### config.mk
export PLATFORM = sky130hd
export DESIGN_NAME = interval_timer
export DESIGN_NICKNAME = d
export VERILOG_FILES = /design/src/rtl/itim_pkg.sv /design/src/rtl/itim_counter.sv /design/src/rtl/itim_flag_fsm.sv /design/src/rtl/interval_timer.sv
export SDC_FILE = /design/constraint.sdc
export NUM_CORES = 1
export LEC_CHECK = 0
export ABC_AREA = 1
export ABC_CLOCK_PERIOD_IN_PS = 2000
export CORE_MARGIN = 2
export CORE_UTILIZATION = 50
export CTS_CLUSTER_DIAMETER = 50
export DETAILED_ROUTE_END_ITERATION = 10
export DONT_BUFFER_PORTS = 1
export GPL_ROUTABILITY_DRIVEN = 0
export PLACE_DENSITY = 0.62
export SLEW_MARGIN = 10
export SYNTH_ARGS = -nofsm -noshare
export SYNTH_HDL_FRONTEND = slang
export SYNTH_SLANG_ARGS = --single-unit
### constraint.sdc
create_clock -name clk -period 2 [get_ports clk]
set_clock_uncertainty 0.15 [all_clocks]
set_input_delay 0.3 -clock clk [delete_from_list [all_inputs] [get_ports clk]]
set_output_delay 0.3 -clock clk [all_outputs]
set_load 0.02 [all_outputs]
### src/rtl/itim_pkg.sv
package itim_pkg;
    typedef enum logic {
        FLAG_IDLE    = 1'b0,
        FLAG_PENDING = 1'b1
    } flag_state_e;

    localparam int BIT_RESTART = 0;
    localparam int BIT_FLAG    = 1;
    localparam int BIT_ENABLE  = 2;
    localparam int BIT_SEL_LO  = 3;
endpackage

### src/rtl/itim_counter.sv
module itim_counter #(
    parameter int CNT_W    = 23,
    parameter int SEL_W    = 2,
    parameter int TAP_LO   = 16,
    parameter int TAP_STEP = 2
) (
    input  logic             clk,
    input  logic             rst_n,
    input  logic             cnt_en,
    input  logic             cnt_clr,
    input  logic [SEL_W-1:0] sel,
    output logic             tap_fall
);
    localparam int NUM_TAPS = 1 << SEL_W;
    localparam int TAP_HI   = TAP_LO + TAP_STEP * (NUM_TAPS - 1);

    logic [CNT_W-1:0]    cnt_q;
    logic [NUM_TAPS-1:0] taps;
    logic                tap_now;
    logic                tap_q;

    initial begin
        if (TAP_HI >= CNT_W) $error("highest tap outside counter");
    end

    for (genvar gi = 0; gi < NUM_TAPS; gi++) begin : g_tap
        assign taps[gi] = cnt_q[TAP_LO + TAP_STEP * gi];
    end

    assign tap_now = taps[sel];

    always_ff @(posedge clk or negedge rst_n) begin
        if (!rst_n) begin
            cnt_q <= '0;
            tap_q <= 1'b0;
        end else if (cnt_clr) begin
            cnt_q <= '0;
            tap_q <= 1'b0;
        end else if (cnt_en) begin
            cnt_q <= cnt_q + 1'b1;
            tap_q <= tap_now;
        end
    end

    assign tap_fall = cnt_en & ~cnt_clr & tap_q & ~tap_now;

    assert_restart_zeroes_R1: assert property (@(posedge clk) disable iff (!rst_n)
        cnt_clr |=> (cnt_q == '0));
    assert_count_step_R3: assert property (@(posedge clk) disable iff (!rst_n)
        (cnt_en && !cnt_clr) |=> (cnt_q == $past(cnt_q) + 1'b1));
    assert_freeze_R7: assert property (@(posedge clk) disable iff (!rst_n)
        (!cnt_en && !cnt_clr) |=> $stable(cnt_q));
endmodule

### src/rtl/itim_flag_fsm.sv
module itim_flag_fsm
    import itim_pkg::*;
(
    input  logic clk,
    input  logic rst_n,
    input  logic set_ev,
    input  logic sw_clr,
    input  logic cnt_clr,
    input  logic irq_en,
    output logic flag,
    output logic irq
);
    flag_state_e state_q, state_d;

    always_comb begin
        state_d = state_q;
        unique case (state_q)
            FLAG_IDLE:    if (set_ev) state_d = FLAG_PENDING;
            FLAG_PENDING: if (sw_clr && !set_ev) state_d = FLAG_IDLE;
            default:      state_d = FLAG_IDLE;
        endcase
    end

    always_ff @(posedge clk or negedge rst_n) begin
        if (!rst_n) state_q <= FLAG_IDLE;
        else        state_q <= state_d;
    end

    always_comb begin
        flag = (state_q == FLAG_PENDING);
        irq  = flag & irq_en;
    end

    assert_flag_sticky_R5: assert property (@(posedge clk) disable iff (!rst_n)
        (flag && !sw_clr) |=> flag);
    assert_set_beats_clear_R5: assert property (@(posedge clk) disable iff (!rst_n)
        set_ev |=> flag);
    assert_restart_blocks_set_R6: assert property (@(posedge clk) disable iff (!rst_n)
        (cnt_clr && !flag) |=> !flag);
endmodule

### src/rtl/interval_timer.sv
module interval_timer
    import itim_pkg::*;
#(
    parameter int CNT_W    = 23,
    parameter int SEL_W    = 2,
    parameter int TAP_LO   = 16,
    parameter int TAP_STEP = 2
) (
    input  logic             clk,
    input  logic             rst_n,
    input  logic             cnt_en,
    input  logic             wr_en,
    input  logic [SEL_W+2:0] wr_data,
    output logic [SEL_W+2:0] rd_data,
    output logic             irq
);
    localparam int SEL_HI = BIT_SEL_LO + SEL_W - 1;

    logic             cnt_clr;
    logic             sw_clr;
    logic             tap_fall;
    logic             flag;
    logic             en_q;
    logic [SEL_W-1:0] sel_q;

    assign cnt_clr = wr_en & ~wr_data[BIT_RESTART];
    assign sw_clr  = wr_en & ~wr_data[BIT_FLAG];

    always_ff @(posedge clk or negedge rst_n) begin
        if (!rst_n) begin
            en_q  <= 1'b0;
            sel_q <= '0;
        end else if (wr_en) begin
            en_q  <= wr_data[BIT_ENABLE];
            sel_q <= wr_data[SEL_HI:BIT_SEL_LO];
        end
    end

    itim_counter #(
        .CNT_W   (CNT_W),
        .SEL_W   (SEL_W),
        .TAP_LO  (TAP_LO),
        .TAP_STEP(TAP_STEP)
    ) u_counter (
        .clk     (clk),
        .rst_n   (rst_n),
        .cnt_en  (cnt_en),
        .cnt_clr (cnt_clr),
        .sel     (sel_q),
        .tap_fall(tap_fall)
    );

    itim_flag_fsm u_flag (
        .clk    (clk),
        .rst_n  (rst_n),
        .set_ev (tap_fall),
        .sw_clr (sw_clr),
        .cnt_clr(cnt_clr),
        .irq_en (en_q),
        .flag   (flag),
        .irq    (irq)
    );

    assign rd_data = {sel_q, en_q, flag, 1'b1};

    assert_enable_raises_irq_R8: assert property (@(posedge clk) disable iff (!rst_n)
        (wr_en && wr_data[BIT_ENABLE] && flag && !sw_clr) |=> irq);
    assert_irq_needs_enable_R8: assert property (@(posedge clk) disable iff (!rst_n)
        (wr_en && !wr_data[BIT_ENABLE]) |=> !irq);
endmodule

==> flow_summary.json <==
{
  "synth-adder-area-share": 0.00773,
  "period_share": 0.896,
  "ys_async_sr_fraction": 1.00,
  "syn_area_sq_mm": 0.00162,
  "nFillCells": 301,
  "endpoint_kind": "register",
  "ys_types": 27,
  "floorplan.die_area_sq_mm": 0.00371,
  "synth_nets": 231,
  "reg2regPathDepth": 7,
  "cts_sinks": 28,
  "tightest_slew_ns": 0.581,
  "syn_inst": 221,
  "cp.required_ns": 2.10,
  "grt_max_degree": 29,
  "startpoint_type": "input port",
  "n_antenna_cell": 0,
  "synth_mux_area_frac": 0,
  "rows": 20,
  "cts_resized": 0,
  "numCtsBuffers": 3,
  "cap_viol_max_count": 0,
  "worstSkewPairLatency_ns": 0.32,
  "grt_pass1_vias": 1262,
  "final_antenna_net_count": 0,
  "initial_utilization": 0.526,
  "seqPwrFrac": 0.628,
  "switching_share": 0.256,
  "seqCellArea_sq_um": 701,
  "yosys.area_share.xor_xnor": 0,
  "worst-path-max-fanout": 20,
  "multi_input_area_sq_um": 759,
  "cts_tree": "done",
  "nets": 238,
  "synth_top_family_by_area": "simple AND/OR/NAND/NOR gates",
  "vias": 1342,
  "clk_path_buf_depth": 2,
  "drt_pass1_iterations": 4,
  "fin_tns_setup_ns": 0,
  "p_leak_nw": 0.905,
  "path_clk_slew_ns": 0.15,
  "rsz0062_at_grt": "false",
  "synth_edf_count": 0,
  "synth-seq-area-share": 0.433,
  "hold_viol": 0,
  "period_minus_slack_ns": 1.79,
  "core-area_sq_mm": 0.00308,
  "arrival_ns": 1.89,
  "fmax_mhz": 558,
  "drtIter0Drc": 120,
  "p_switching_w": 0.000253,
  "yosys_most_used_dff": "dfrtp_1",
  "final_cell_mix": "nand2_1, inv_1, nor2_1",
  "ir_worst_vdd_uv": 365,
  "synth-simple-area-share": 0.364,
  "final_layout_size_suffix_gt1_frac": 0.0969,
  "die_x_um": 60.9,
  "ioPinCount": 15,
  "wire_per_inst_um": 12.2,
  "io_buffers": 0,
  "power.density_mw_per_mm2": 564,
  "p_int_w": 0.000738,
  "dpl.hpwl_um": 2480,
  "ys_ff_latch": 28,
  "overflow": 0,
  "setup_viol": 0,
  "syn_avg_cell_area_sq_um": 7.33,
  "fp.dieH_um": 60.9,
  "grt.total_usage": 0.198,
  "grt_pass1_wl_um": 5490,
  "drc_errors": 0,
  "path_class": "input port to register",
  "relSlewSlack": 0.612,
  "synth_compound_area_frac": 0.0951,
  "yosys_warnings": 0,
  "holdPathStages": 3,
  "power_frac_comb": 0.096,
  "htree_levels": 1,
  "hold_class": "input port to register",
  "hold_slack_ns": 0.0196,
  "clock_power_share": 0.276,
  "antenna_found_initial": 0,
  "final_common_cell": "nand2_1",
  "status": "finished, final reports clean",
  "wl_um": 3310,
  "syn2layout_area_growth_pct": 8.66,
  "clockRootBuffer": "clkbuf_4",
  "drv_slew": 0,
  "via_per_inst": 4.95
}
## final timing paths
kind                                    startpoint                   to  slack [ns]
max in group asynchronous                    rst_n  u_counter.cnt_q[11]        1.30
worst max-delay path                         wr_en   u_counter.cnt_q[7]        0.21
worst min-delay path                        cnt_en      u_counter.tap_q        0.02
min in group asynchronous                    rst_n  u_counter.cnt_q[15]        0.23
worst max register to register  u_counter.cnt_q[0]   u_counter.cnt_q[6]        0.40
worst min register to register     u_counter.tap_q      u_counter.tap_q        0.38
## logic make-up after synthesis
logic type,Yosys count
buf+inv,39
fa+ha+maj,1
compound gates,29
flops,28
simple gates,123
other cells,1
## what timing repair did
item	CTS	global route
buffers inserted	0	0
hold buffers	7	0
endpoints found under the hold margin	32	0
## registers in the layout, summed over array words and instances, names as in the netlist
signal           flops
en_q                 1
sel_q                2
u_counter.cnt_q     23
u_counter.tap_q      1
u_flag.flag          1
## power groups by stage
stage | sequential (W) | combinational, W | clock, W
floorplan | 0.000621 | 0.0000730 | 0
global placement | 0.000632 | 0.0000663 | 0
detailed placement | 0.000634 | 0.0000688 | 0
CTS | 0.000623 | 0.0000967 | 0.000283
global route | 0.000627 | 0.000110 | 0.000298
finish | 0.000623 | 0.0000949 | 0.000274
## metal layers
metal / up-vias / share of wire / global-route usage
met5: - / 0 / 0
met1: 624 / 0.50 / 0.268
li1: 702 / - / -
met4: 0 / 0.0039 / 0.0466
met3: 2 / 0.024 / 0.0277
met2: 14 / 0.47 / 0.336
## synth_stat cells (2+ instances only)
| master | n | share of area |
|---|---|---|
| nand2_2 | 3 | 0.012 |
| dfrtp_1 | 28 | 0.43 |
| nand3_1 | 17 | 0.053 |
| nand2_1 | 53 | 0.12 |
| nor3_1 | 2 | 0.0062 |
| o21ai_1 | 2 | 0.0062 |
| inv_2 | 2 | 0.0046 |
| nand2_4 | 2 | 0.014 |
| nor2_4 | 3 | 0.021 |
| a21oi_1 | 12 | 0.037 |
| nor2_1 | 31 | 0.072 |
| inv_1 | 32 | 0.074 |
| buf_4 | 3 | 0.014 |
| nand4_1 | 4 | 0.015 |
| nor2_2 | 4 | 0.015 |
| o21ai_0 | 12 | 0.037 |
## cell type report
| class | instances | share of cell area |
|---|---|---|
| timing repair buffer | 7 | 0.0455 |
| tap | 44 | 0.0313 |
| multi-input combinational | 154 | 0.432 |
| clock buffer | 4 | 0.0206 |
| inverter | 34 | 0.0725 |
| sequential | 28 | 0.398 |
## metrics by stage
stage                     setup WS, ns  power (W)  instance area, sq um  std cells  utilization
after floorplan                  0.626   0.000694                  1620        221            -
after global placement           0.495   0.000698                  1640        260        0.534
after detailed placement         0.456   0.000702                  1640        260        0.534
after CTS                        0.212    0.00100                  1760        271        0.572
after global routing            0.0751    0.00104                  1760        271        0.572
final                            0.208   0.000991                  1760        271        0.572
## worst max-delay path: stages
cell           delay (ns)
dlygate4sd3_1        0.60
inv_2                0.11
nor2_2               0.06
inv_1                0.43
o21ai_0              0.18
a22oi_1              0.21
Power figures use the tool's default switching activity.
